`src/rtl/keyvault.sv`:
```
module keyvault #(
  parameter int SLOTS = 8,
  parameter int KEY_W = 128,
  localparam int IDX_W = $clog2(SLOTS)
) (
  input  logic             clk,
  input  logic             rst_n,
  input  logic             soft_clr,
  input  logic             wr_en,
  input  logic [IDX_W-1:0] wr_slot,
  input  logic [KEY_W-1:0] wr_key,
  input  logic             wr_buserr,
  input  logic             rd_en,
  input  logic [IDX_W-1:0] rd_slot,
  output logic [KEY_W-1:0] rd_key,
  output logic             rd_done,
  output logic [1:0]       irq_status,
  input  logic [1:0]       irq_clr
);

  logic [KEY_W-1:0] mem [SLOTS];
  logic [SLOTS-1:0] valid;

  wire wr_ok   = wr_en & ~wr_buserr;
  wire wr_fail = wr_en & wr_buserr;
  wire rd_hit  = valid[rd_slot];
  wire rd_miss = rd_en & ~rd_hit;

  always_ff @(posedge clk) begin
    if (wr_ok && !soft_clr) mem[wr_slot] <= wr_key;
  end

  always_ff @(posedge clk or negedge rst_n) begin
    if (!rst_n)        valid <= '0;
    else if (soft_clr) valid <= '0;
    else if (wr_en)    valid[wr_slot] <= wr_ok;
  end

  always_ff @(posedge clk or negedge rst_n) begin
    if (!rst_n) begin
      rd_done <= 1'b0;
      rd_key  <= '0;
    end else begin
      rd_done <= rd_en;
      if (rd_en) rd_key <= rd_hit ? mem[rd_slot] : '0;
    end
  end

  always_ff @(posedge clk or negedge rst_n) begin
    if (!rst_n) irq_status <= '0;
    else begin
      irq_status[0] <= wr_fail | (irq_status[0] & ~irq_clr[0]);
      irq_status[1] <= rd_miss | (irq_status[1] & ~irq_clr[1]);
    end
  end

endmodule

```
`config.mk`:
```
export PLATFORM = sky130hd
export DESIGN_NAME = keyvault
export DESIGN_NICKNAME = d
export VERILOG_FILES = /design/src/rtl/keyvault.sv
export SDC_FILE = /design/constraint.sdc
export NUM_CORES = 1
export LEC_CHECK = 0
export ABC_AREA = 1
export ABC_CLOCK_PERIOD_IN_PS = 3100
export BUFFER_PORTS_ARGS = -buffer_cell sky130_fd_sc_hd__buf_2
export CORE_ASPECT_RATIO = 0.5
export CORE_MARGIN = 3
export CORE_UTILIZATION = 35
export DETAILED_ROUTE_END_ITERATION = 8
export GPL_ROUTABILITY_DRIVEN = 0
export PLACE_DENSITY = 0.59
export SLEW_MARGIN = 5
export SYNTH_ARGS = -nofsm -noshare
export SYNTH_HDL_FRONTEND = slang
export SYNTH_SLANG_ARGS = --single-unit
```
`constraint.sdc`:
```
create_clock -name clk -period 3.1 [get_ports clk]
set_input_delay 0.31 -clock clk [delete_from_list [all_inputs] [get_ports clk]]
set_output_delay 0.31 -clock clk [all_outputs]
set_load 0.005 [all_outputs]
```
# Word-level counts from Yosys, hierarchy flattened
# Memory sizes are Yosys's and may differ from the RTL's.
# Index checks and enable logic that the tools add are counted.
# word_totals
input_bits	142
latchBits	0
word_cells	33
out_inout_bits	131
rom_bits	0
mem_bits_rw	1024
register_bits	139
mem_count	1
# mem_list
name	words	width	rd	rd_ports_with_merged_regs	wr	line	source
mem	8	128	1	0	1	21	logic [KEY_W-1:0] mem [SLOTS];
# op_classes
n_lt_le_gt_ge	3
bitwise	11
n_addsub	0
n_reduce_logical	4
mul	0
n_div	0
n_mux	10
eq_ne	0
n_shift	0
# op_table
cell	count
two-way mux 128 bit	1
two-way mux 8 bit	2
bitwise mux 8 bit	1
< comparator 3 x 4 -> 1 bit, second input constant	2
AND 1 bit	5
two-way mux 1 bit	4
NOT 1 bit	4
binary-select mux 1 bit (select 3 bit)	1
demux 1 bit (select 3 bit)	1
>= comparator 3 x 1 -> 1 bit, second input constant	1
logical AND 1 bit	2
OR 1 bit	2
nonzero test 2 bit	1
logical NOT 1 bit	1

# Logic depth before layout (Yosys ltp)
# depth
ltp_word	7
ltp_mapped	11
depth_no_buf	8

# Least setup slack after synthesis
# Ideal clock, no wire load.
# synth_timing
path_type	input to register
from	input port soft_clr
to	memory mem[4][0] (enable)
n_path_buf	1
arrival_ns	6.188
path_slack_ns	-3.705
stages	4
required_ns	2.483
cell_sequence	inv_1 nand3_1 clkbuf_1 nor2_1
# synth_between
elab_chain_cells	4
# synth_lines
element	line	source
start: declaration	8	input logic soft_clr,
logical NOT 1 bit	30	if (wr_ok && !soft_clr) mem[wr_slot] <= wr_key;
logical AND 1 bit	30	
two-way mux 1 bit	30	
two-way mux 1 bit (not written as such)	30	
end: declaration	21	
# No other way between the ends.

# Worst setup path after layout
# layout_timing
from	input port wr_en
to	memory mem[4][78] (enable)
# layout_between
elab_chain_cells	4
# layout_lines
element	line	source
start: declaration	9	input logic wr_en,
AND 1 bit	24	wire wr_ok = wr_en & ~wr_buserr;
logical AND 1 bit	30	
two-way mux 1 bit	30	
two-way mux 1 bit (not written as such)	30	
# No other way between the ends.

==> key figures <==
Run status
  – Outcome: finished, final reports clean

Setup path
  – Critical path startpoint: wr_en
  – Startpoint types: primary input
  – CP Cell Sequence: dlygate4sd3_1, buf_2, nand3_4, nor2_4, buf_4
  – Kind of end point of the critical path: register
  – Slowest cell delay on critical path: 0.59 ns
  – Type of the setup path with the least slack: in -> reg
  – Worst endpoint required time: about 3.5 ns
  – Start of the worst register-to-register path: valid[0]
  – Reg2Reg Setup Slack: approximately 1.2 ns
  – Highest-delay cell along the critical path: sky130_fd_sc_hd__nor2_4
  – CP Max Fanout: 21
  – Arrival @ worst endpoint: about 2.4 ns

Pwr
  – Power Total: 0.0335 W
  – Share of power burned in the clock network: 0.410
  – Pint: 0.0260 W
  – Leakage component of the power: about 27 nW
  – Power Dens Cells: between 500 and 600 nW/um2
  – Share of power burned in combinational logic: 0.068
  – Switching part of the total power: 0.224
  – Peak supply drop: approximately 0.46 mV
  – Net switching power: about 0.0075 W
  – Sequential power share: 0.522

Global route
  – GRT overflow: 0
  – Antenna violations before repair: 8
  – GRT Total Usage: 0.165
  – First-pass GRT wire length: between 150000 and 200000 um
  – Via count of the first global-routing pass: roughly 32000
  – Maximum number of pins on one net before global-route repair: between 150 and 200

Synth
  – Share of Yosys cell area claimed by the top area cell type: 0.614
  – Cell taking the most area after synthesis: sky130_fd_sc_hd__edfxtp_1
  – Mean Syn Cell Area: 9.88 um2
  – Synth Warn #: 0
  – Most area-consuming cells after synthesis: sky130_fd_sc_hd__edfxtp_1, sky130_fd_sc_hd__nand2_1, sky130_fd_sc_hd__inv_1
  – Share of the yosys chip area belonging to registers: 0.684
  – Synth Register Bits: between 1000 and 1500
  – Post-Synthesis Cells: about 5100
  – Synthesized area: 50000 um2
  – Synth cell types: 18
  – Synthesized netlist net count: around 5200

Detailed routing
  – Count of vias placed by the detailed router: roughly 33000
  – Sum of routed wire length over all layers: about 120000 um
  – DRC violation total after the first TritonRoute iteration: 2356
  – Count of antenna-violating nets left after detailed routing: 0
  – Routed len/inst: roughly 17 um
  – Post-detailed-route via-to-cell ratio: roughly 4.5
  – DRC violation count after routing: 0
  – First-pass iteration count of the detailed router: 5

Timing
  – Final critical-path share of the clock period: 0.652
  – Setup repair after global routing missed its margin: no
  – Final Hold Violating Endpoints: 0
  – Time the worst path needs with I/O delays and setup: 2.02 ns
  – Slew @ Worst Pin: about 1.0 ns
  – Headroom to the max-slew limit: 0.327
  – Clock Skews: approximately 0.038 ns
  – Max-slew violation total from the final report: 0
  – Number of failing setup endpoints in the final timing report: 0
  – Highest clock rate: ~0.5 GHz

Clocking
  – Clk Latency, worst-skew pair: approximately 0.70 ns
  – Resize count post-CTS: 0
  – Clock net sink count: approximately 1200
  – Maximum buffer depth of the clock tree: 3
  – Number of buffers added by the clock tree synthesis step: about 110
  – Post-CTS clock slew at the launch and capture registers of the worst setup and hold paths: about 0.060 ns
  – Root Driver: sky130_fd_sc_hd__clkbuf_16
  – Number of hold buffers added after CTS: around 140
  – Buffers inserted by post-CTS timing repair: 0
  – CTS tree: yes
  – Clock H-tree levels: 3

Job
  – Number of max-cap violations: 0

Floorplan
  – Full die area: 148000 um2
  – Total core area: roughly 140000 um2
  – Num ports: around 270
  – DIE HEIGHT: ~270 um
  – Cell Rows: 97
  – Effective utilization at floorplan: 0.355
  – Die X: 541 um

Layout
  – Nets@finish: 5536
  – Fraction of final layout cells with drive strength greater than 1: 0.0914
  – Filler cell count in the final layout: 13400
  – Area delta synth->final: 17.0%
  – Final instance area: 58500 um2
  – Final cell utilization of the core: 0.415

Place
  – Post-DP HPWL: 63900 um
  – DP Area: 53500 um2
  – PortBufs: approximately 270

Worst hold path
  – Min-Delay Startpoint: wr_slot[0]
  – Hold WC Path Type: in -> reg
## cell families after synthesis
| logic type | Yosys count | synth area share |
|---|---|---|
| buf+inv | 1288 | 0.103 |
| compound gates | 17 | 0.00198 |
| simple gates | 2598 | 0.211 |
| flops | 1163 | 0.684 |
## per-layer routing
metal / up-vias / routed length (um) / global-route usage
li1: 16500 / - / -
met1: 15900 / 54600 / 0.214
met2: 582 / 61100 / 0.290
met3: 177 / 5730 / 0.0282
met4: 2 / 2480 / 0.0380
met5: - / 7 / 0
## placed cells by master (no fill, tap or decap), types with 3 or more instances in the layout
cell and instances:
sky130_fd_sc_hd__diode_2 7, sky130_fd_sc_hd__buf_12 32, sky130_fd_sc_hd__o22ai_1 8, sky130_fd_sc_hd__dlygate4sd3_1 135, sky130_fd_sc_hd__nor2_4 8, sky130_fd_sc_hd__edfxtp_1 1024, sky130_fd_sc_hd__nand3_1 647, sky130_fd_sc_hd__nand2_1 1935
sky130_fd_sc_hd__dfrtp_1 139, sky130_fd_sc_hd__buf_2 267, sky130_fd_sc_hd__buf_4 18, sky130_fd_sc_hd__inv_6 3, sky130_fd_sc_hd__clkbuf_1 38, sky130_fd_sc_hd__clkbuf_8 11, sky130_fd_sc_hd__clkbuf_16 115, sky130_fd_sc_hd__clkinv_2 23
sky130_fd_sc_hd__clkinv_1 13, sky130_fd_sc_hd__bufinv_16 10, sky130_fd_sc_hd__o21ai_0 8, sky130_fd_sc_hd__inv_1 1040, sky130_fd_sc_hd__nor2_1 3
## cell type report
type	count	area [um2]	area share
repair buffers	457	3530	0.0603
multi-input cells	2615	10800	0.184
inverters	1045	3950	0.0675
flip-flops and latches	1163	34200	0.585
diodes	7	17.5	0.000299
clock buffers	163	3160	0.0539
clock inverters	51	543	0.00928
well taps	1881	2350	0.0402
## synthesized netlist by cell type
cell type                  count
sky130_fd_sc_hd__nand2_1    1935
sky130_fd_sc_hd__inv_1      1043
sky130_fd_sc_hd__edfxtp_1   1024
sky130_fd_sc_hd__nand3_1     648
sky130_fd_sc_hd__dfrtp_1     139
sky130_fd_sc_hd__buf_2       109
sky130_fd_sc_hd__clkbuf_1     68
sky130_fd_sc_hd__buf_4        41
sky130_fd_sc_hd__buf_1        21
sky130_fd_sc_hd__nor2_1       11
sky130_fd_sc_hd__o21ai_0       8
sky130_fd_sc_hd__o22ai_1       8
sky130_fd_sc_hd__buf_6         3
sky130_fd_sc_hd__nor3_1        3
sky130_fd_sc_hd__inv_2         2
sky130_fd_sc_hd__a31o_2        1
sky130_fd_sc_hd__clkbuf_4      1
sky130_fd_sc_hd__nand2_2       1
## registers in the layout, indices dropped and copies added, names as in the netlist
signal / cells
valid: 8
rd_key: 128
mem: 1024
rd_done: 1
irq_status: 2
## stage by stage
step	setup WS, ns	hold slack [ns]	setup TNS, ns	instances
after floorplan	-0.00637	0.0144	-1.97	5066
after global placement	0.709	0.420	0	7026
after detailed placement	0.715	0.426	0	7026
after CTS	1.10	0.00362	0	7375
after global routing	0.967	0.0304	0	7378
final	1.08	0.0656	0	7382
## final timing paths
check | end | cells after the start
max | mem[4][78] | 5
min | valid[3] | 3
max reg2reg | rd_key[2] | 9
min reg2reg | rd_key[99] | 2
max in group asynchronous | rd_key[37] | 3
min in group asynchronous | rd_key[79] | 2
## worst max-delay path, delay by kind of cell
family,cells,cell delay [ns]
AND/OR/NAND/NOR,2,0.88
buffers and inverters,3,1.16
## power groups by stage
stage / Clock, W / Sequential, W / Combinational, W
after global routing: 0.0147 / 0.0175 / 0.00255
after floorplan: 0 / 0.0178 / 0.00121
after global placement: 0 / 0.0178 / 0.00214
final: 0.0137 / 0.0175 / 0.00228
after CTS: 0.0141 / 0.0175 / 0.00231
after detailed placement: 0 / 0.0178 / 0.00215
(Power assumes the default switching activity.)
